$ cat config.mk
export PLATFORM = sky130hd
export DESIGN_NAME = two_op_alu
export DESIGN_NICKNAME = d
export VERILOG_FILES = /design/src/rtl/two_op_alu.sv
export SDC_FILE = /design/constraint.sdc
export NUM_CORES = 1
export LEC_CHECK = 0
export BUFFER_PORTS_ARGS = -buffer_cell sky130_fd_sc_hd__buf_4
export CORE_ASPECT_RATIO = 1.2
export CORE_MARGIN = 4
export CORE_UTILIZATION = 30
export DETAILED_ROUTE_END_ITERATION = 8
export GPL_ROUTABILITY_DRIVEN = 0
export PLACE_DENSITY = 0.5
export REMOVE_ABC_BUFFERS = 1
export SYNTH_ARGS = -nofsm -noshare
export SYNTH_HDL_FRONTEND = slang
export SYNTH_SLANG_ARGS = --single-unit
$ cat constraint.sdc
create_clock -name clk -period 1 [get_ports clk]
set_input_delay 0.15 -clock clk [delete_from_list [all_inputs] [get_ports clk]]
set_output_delay 0.15 -clock clk [all_outputs]
set_load 0.02 [all_outputs]
$ cat src/rtl/two_op_alu.sv
module two_op_alu (
  input  logic        clk,
  input  logic        rst_n,
  input  logic        op_valid,
  input  logic [15:0] instr,
  input  logic [15:0] src_val,
  input  logic [15:0] dst_val,
  output logic        res_valid,
  output logic [15:0] res_data,
  output logic        res_wb,
  output logic [1:0]  res_lanes,
  output logic        not_mine,
  output logic [5:0]  src_sel,
  output logic [5:0]  dst_sel,
  output logic        flag_n,
  output logic        flag_z,
  output logic        flag_v,
  output logic        flag_c
);

  logic [3:0]  op;
  logic        known, is_byte, wb, v, c;
  logic [15:0] r;
  logic [16:0] add17, dms17, smd17;
  logic [8:0]  smd9;
  logic [7:0]  lo;

  assign op    = instr[15:12];
  assign add17 = {1'b0, dst_val} + {1'b0, src_val};
  assign dms17 = {1'b0, dst_val} - {1'b0, src_val};
  assign smd17 = {1'b0, src_val} - {1'b0, dst_val};
  assign smd9  = {1'b0, src_val[7:0]} - {1'b0, dst_val[7:0]};

  always_comb begin
    known   = 1'b1;
    is_byte = 1'b0;
    wb      = 1'b1;
    v       = 1'b0;
    c       = 1'b0;
    r       = 16'h0000;
    lo      = 8'h00;
    case (op)
      4'h1: begin
        r = add17[15:0];
        c = add17[16];
        v = (dst_val[15] == src_val[15]) && (r[15] != dst_val[15]);
      end
      4'h2: begin
        r = dms17[15:0];
        c = dms17[16];
        v = (dst_val[15] != src_val[15]) && (r[15] != dst_val[15]);
      end
      4'h3: r = dst_val & src_val;
      4'h4: r = dst_val & ~src_val;
      4'h5: r = dst_val | src_val;
      4'h6: r = dst_val ^ src_val;
      4'h9: begin
        r  = smd17[15:0];
        c  = smd17[16];
        v  = (src_val[15] != dst_val[15]) && (r[15] != src_val[15]);
        wb = 1'b0;
      end
      4'hA: begin
        r  = dst_val & src_val;
        wb = 1'b0;
      end
      4'hB: r = src_val;
      4'hC: begin
        is_byte = 1'b1;
        lo      = smd9[7:0];
        c       = smd9[8];
        v       = (src_val[7] != dst_val[7]) && (lo[7] != src_val[7]);
        wb      = 1'b0;
      end
      4'hD: begin
        is_byte = 1'b1;
        lo      = src_val[7:0];
      end
      4'hE: begin
        is_byte = 1'b1;
        lo      = dst_val[7:0] | src_val[7:0];
      end
      default: begin
        known = 1'b0;
        wb    = 1'b0;
      end
    endcase
    if (is_byte) r = {dst_val[15:8], lo};
  end

  logic take;
  assign take = op_valid && known;

  always_ff @(posedge clk or negedge rst_n) begin
    if (!rst_n) begin
      res_valid <= 1'b0;
      res_wb    <= 1'b0;
      not_mine  <= 1'b0;
      res_data  <= 16'h0000;
      res_lanes <= 2'b00;
      src_sel   <= 6'd0;
      dst_sel   <= 6'd0;
      flag_n    <= 1'b0;
      flag_z    <= 1'b0;
      flag_v    <= 1'b0;
      flag_c    <= 1'b0;
    end else begin
      res_valid <= take;
      res_wb    <= take && wb;
      not_mine  <= op_valid && !known;
      if (take) begin
        res_data  <= r;
        res_lanes <= is_byte ? 2'b01 : 2'b11;
        src_sel   <= instr[11:6];
        dst_sel   <= instr[5:0];
        flag_n    <= is_byte ? r[7] : r[15];
        flag_z    <= is_byte ? (r[7:0] == 8'h00) : (r == 16'h0000);
        flag_v    <= v;
        flag_c    <= c;
      end
    end
  end

endmodule

Word level (Yosys, flattened, before mapping). Cells that the tools add are included.

Logic and storage cells: 66. Register bits after elaboration: 37.

Multiplexer cells: 11. Bitwise operators: 6. Add/subtract/negate cells: 4. Equality and inequality tests: 20. Reduce and logical (&&, ||, !) cells: 14.

Operators by type and width (number): 16-bit one-hot mux with 8 select lines (1); 16-bit by 16-bit subtractor with 17-bit output (2); 16-bit AND (2); 4-bit equality test, second input constant (6); 8-bit one-hot mux with 3 select lines (1); 16-bit by 16-bit adder with 17-bit output (1); 16-bit logical NOT (1); 16-bit 2-to-1 mux (1); 16-bit inverter (1); 16-bit OR (1); 16-bit bitwise XOR (1); 4-bit by 3-bit equality test with 1-bit output, second input constant (3); 12-bit OR reduction (1); 9-bit OR reduction (1); 8-bit by 8-bit subtractor with 9-bit output (1); 4-bit by 2-bit equality test with 1-bit output, second input constant (2); 8-bit logical NOT (1); 8-bit OR (1); 1-bit one-hot mux with 4 select lines (2); 1-bit logical AND (7); 1-bit != test (7); 1-bit 2-to-1 mux (5); 4-bit by 1-bit equality test with 1-bit output, second input constant (1); 3-bit OR reduction (1); other kinds (4) (4).

Logic depth before layout (Yosys ltp).
Depth after elaboration: 6. Mapped depth: 14.

Worst setup path after synthesis. Ideal clock, no wire load.

Kind: input to register. Start: input port src_val[0]. End: register flag_z. Setup slack: -2184 ps. Data arrival time: 3092 ps. Data required time: 908 ps. Buffers on the path: 0. Library setup time: 92 ps. Cell stages on the path: 13. Cells stage by stage: inv_1 -> ha_1 -> fa_1 -> o21ba_2 -> o21bai_1 -> mux2_2 -> a311oi_1 -> o211ai_1 -> nand4bb_1 -> or4_1 -> nor4b_2 -> nand4_1 -> o31ai_2.

Word-level cells in the longest chain between the ends: 6.

Ends and longest elaborated chain: from (decl) (line 6) `input logic [15:0] src_val,`; branches (longest 3 deep; another with 16-bit by 16-bit subtractor with 17-bit output); 16-bit 2-to-1 mux * (line 88) `if (is_byte) r = {dst_val[15:8], lo};`; 16-bit logical NOT / 8-bit logical NOT (equally long branches) (line 117) `flag_z <= is_byte ? (r[7:0] == 8'h00) : (r == 16'h0000);`; 1-bit 2-to-1 mux * (line 117); to (signal assigned) (line 117); to (decl) (line 16) `output logic flag_z,`.

Mark *: on every way between the ends. A chain may end at the register's enable or synchronous reset.

Worst setup path after layout.
Start: input port dst_val[0]. End: register flag_z.

Word-level cells in the longest chain between the ends: 5.

Ends and longest elaborated chain: from (decl) (line 7) `input logic [15:0] dst_val,`; 16-bit by 16-bit subtractor with 17-bit output (tied with other cells) (line 31) `assign smd17 = {1'b0, src_val} - {1'b0, dst_val};`; 16-bit one-hot mux with 8 select lines / 8-bit one-hot mux with 3 select lines (equally long branches) (line 42) `case (op)`; 16-bit 2-to-1 mux * (line 88); 16-bit logical NOT / 8-bit logical NOT (equally long branches) (line 117); 1-bit 2-to-1 mux * (line 117).

Mark *: on every way between the ends. The rest lies on a longest branch, timed or not.

==> impl_metrics.sql <==
INSERT INTO impl_metrics (metric_group, metric, value, unit) VALUES
('sta', 'maxSlewViolCount', '0', ''),
('yosys', 'post_synth_num_cell_types', '84', ''),
('yosys', 'postSynth.topFlopCell', 'dfrtp_1', ''),
('worst_setup_path', 'cpMaxStageDelayCell', 'or4_4', ''),
('finish', 'fillers', '1758', ''),
('global_route', 'antenna_found_initial', '0', ''),
('worst_setup_path', 'critical_path_start_end_classification', 'input pin to flop', ''),
('sta', 'worstMarginPinSlew', '0.535', 'ns'),
('power', 'largest_vdd_supply_drop', '0.000851', 'V'),
('worst_setup_path', 'worstPathBufferInverterCount', '1', ''),
('yosys', 'ys_seq_area_frac', '0.163', ''),
('placed_design', 'portBuffers', '87', ''),
('floorplan', 'io_pins', '88', ''),
('yosys', 'synthesis.area', '5700', 'um^2'),
('floorplan', 'coreArea', '18400', 'um^2'),
('power', 'cellLeakagePower', '4.85', 'nW'),
('sta', 'final-hold-violation-count', '0', ''),
('yosys', 'synth_cells', '768', ''),
('finish', 'fin_area', '10200', 'um^2'),
('clock_tree', 'tritoncts.num_buffers', '5', ''),
('outcome', 'failed_checks', 'negative setup slack', ''),
('routing', 'route.vias.total', '7316', ''),
('run', 'cap_viol_max_count', '0', ''),
('placed_design', 'dp_cells', '1337', ''),
('clock_tree', 'clk-insertion-delay-late', '0.27', 'ns'),
('yosys', 'most_frequent_cell_after_synthesis', 'nand2_1', ''),
('finish', 'final-instance-count-excl-fill', '1390', ''),
('worst_setup_path', 'worst_path_dominant_cell_family', 'simple AND/OR/NAND/NOR gates', ''),
('finish', 'antenna_diode_count', '0', ''),
('finish', 'final_nets', '1260', ''),
('floorplan', 'chipWidth', '134', 'um'),
('global_route', 'grt_max_degree', '38', ''),
('global_route', 'grt_overflow_total', '0', ''),
('placed_design', 'dpl-instance-area', '8540', 'um^2'),
('global_route', 'track_usage', '0.230', ''),
('placed_design', 'pre_cts_ws', '-2.60', 'ns'),
('global_route', 'first_pass_grt_wire_length', '39300', 'um'),
('worst_setup_path', 'critical_path.max_fanout', '3', ''),
('floorplan', 'initial_core_utilization', '0.309', ''),
('worst_hold_path', 'hp-class', 'input pin to flop', ''),
('worst_setup_path', 'worst_ep_required_time', '1.19', 'ns'),
('sta', 'setup_slack', '-1.96', 'ns'),
('yosys', 'number_of_synthesized_flops_with_an_enable_pin', '0', ''),
('outcome', 'run_status', 'complete, but fails checks', ''),
('routing', 'drc', '0', ''),
('sta', 'tcrit_tclk_final', '2.96', ''),
('sta', 'fin_crit', '2.96', 'ns'),
('routing', 'dr.first_iter.drc_count', '462', ''),
('routing', 'vias_cell', '5.26', ''),
('sta', 'finalClockSkew', '0', 'ns'),
('clock_tree', 'clkSlewWorstSetupHoldPaths', '0.05', 'ns'),
('floorplan', 'design.die.area', '21300', 'um^2'),
('placed_design', 'detailed_place_hpwl', '19300', 'um'),
('clock_tree', 'cts_max_path_buffers', '2', ''),
('power', 'design_power_total', '9.20', 'mW'),
('floorplan', 'floorplan.die.height', '159', 'um'),
('clock_tree', 'cts-root-buf', 'clkbuf_16', ''),
('clock_tree', 'cts-htree-levels', '2', ''),
('worst_setup_path', 'max_stage_delay', '0.46', 'ns'),
('finish', 'fraction_of_final_layout_cells_sized_beyond_drive_strength_1', '0.496', ''),
('sta', 'setup_violations', '36', ''),
('clock_tree', 'clock_tree_from_tritoncts', 'yes', ''),
('yosys', 'synth_top_cells_by_count', '106 x nand2_1, 68 x ha_1, 54 x nor2_1, 54 x o21ai_0', ''),
('yosys', 'synth_top_area_share', '0.163', ''),
('sta', 'maxSlewHeadroom', '0.638', ''),
('yosys', 'synth_area_leader_cell', 'dfrtp_1', ''),
('worst_setup_path', 'cp_cell_sequence', 'buf_8 -> ha_4 -> fa_2 -> o21ba_4 -> o21bai_4 -> mux2_4 -> a311oi_2 -> o211ai_1 -> nand4bb_1 -> or4_4 -> nor4b_2 -> nand4_1 -> o31ai_2', ''),
('routing', 'drt.antenna.violating_nets', '0', ''),
('sta', 'maxClockFrequency', '0.337', 'GHz'),
('worst_setup_path', 'critPathArrivalTime', '3.16', 'ns'),
('routing', 'route.detailed.wl_per_inst', '18.3', 'um');
where the power goes:
part	total, mW	switching, mW	internal (mW)
logic	5.84	2.89	2.95
clock network	1.52	0.548	0.977
registers	1.83	0.120	1.71
total	9.20	3.56	5.64
through the flow:
stage	utilization	TNS, ns	hold slack (ns)
after global routing	0.551	-35.40	0.0640
after detailed placement	0.463	-51.91	0.138
after global placement	0.463	-51.07	0.138
final	0.551	-32.92	0.0607
after floorplan	-	-42.15	-0.146
after CTS	0.528	-33.93	0.0569
flip-flops by register name (all words and copies together) (netlist names):
| signal | cells |
|---|---|
| res_valid | 1 |
| src_sel | 6 |
| dst_sel | 6 |
| flag_n | 1 |
| flag_v | 1 |
| flag_z | 1 |
| res_lanes | 2 |
| res_wb | 1 |
| res_data | 16 |
| not_mine | 1 |
| flag_c | 1 |
placed cells by master, fill, tap and decap left out, types with 6 or more instances in the layout:
cell type,count
a211oi_1,6
a21o_1,13
a21oi_1,41
a21oi_2,7
a22o_1,7
a31oi_1,6
buf_4,351
buf_6,45
buf_8,10
dfrtp_1,37
ha_1,59
ha_4,8
inv_1,40
inv_2,7
nand2_1,85
nand2_2,17
nand2b_1,8
nand3_1,13
nor2_1,48
nor2b_1,10
nor3_1,15
o211ai_1,9
o21ai_0,37
o21ai_1,12
o31ai_1,6
or3_1,6
xnor2_1,10
cell families after synthesis:
| logic type | after synthesis | share of synthesized area |
|---|---|---|
| AOI/OAI and AO/OA | 267 | 0.330 |
| xor gates and xnor gates | 15 | 0.0244 |
| and+or+nand+nor | 268 | 0.230 |
| muxes | 5 | 0.00944 |
| buffers and inverters | 104 | 0.0817 |
| DFF | 37 | 0.163 |
| adders and majority gates | 72 | 0.162 |
tightest hold or removal path: cells and delay by family:
| family | cells | cell delay, ns |
|---|---|---|
| buf+inv | 1 | 0.08 |
| simple gates | 2 | 0.08 |
repair_timing:
item                                    4_1_cts  5_1_grt
hold buffers                                  1        0
hold endpoints to repair                     37        0
cloned                                        2        0
setup buffers                                41       24
pin swaps                                    50       60
gates resized for setup                     180       94
endpoints found under the setup margin       38       44
final cells by class:
| cell class | instances | area (um^2) | area share |
|---|---|---|---|
| flip-flops and latches | 37 | 926 | 0.0911 |
| clock buffers | 7 | 143 | 0.0140 |
| repair buffers | 414 | 3460 | 0.340 |
| inverters | 53 | 221 | 0.0218 |
| well taps | 252 | 315 | 0.0310 |
| multi-input cells | 627 | 5100 | 0.502 |
worst paths after layout:
check,from,to,slack [ns],depth (start not counted)
min in group asynchronous,rst_n,res_data[2],0.39,2
worst min-delay path,instr[3],dst_sel[3],0.06,3
max in group asynchronous,rst_n,res_data[12],0.29,2
worst max register to register,flag_c,flag_c,0.02,2
worst max-delay path,dst_val[0],flag_z,-1.96,13
worst min register to register,src_sel[1],src_sel[1],0.47,2
routing by layer:
metal	wire length (um)	global-route usage
met5	0	0
met3	1610	0.0297
met2	12200	0.394
met1	10300	0.286
met4	1270	0.106
Note: power is estimated with default switching activity, not from simulation.
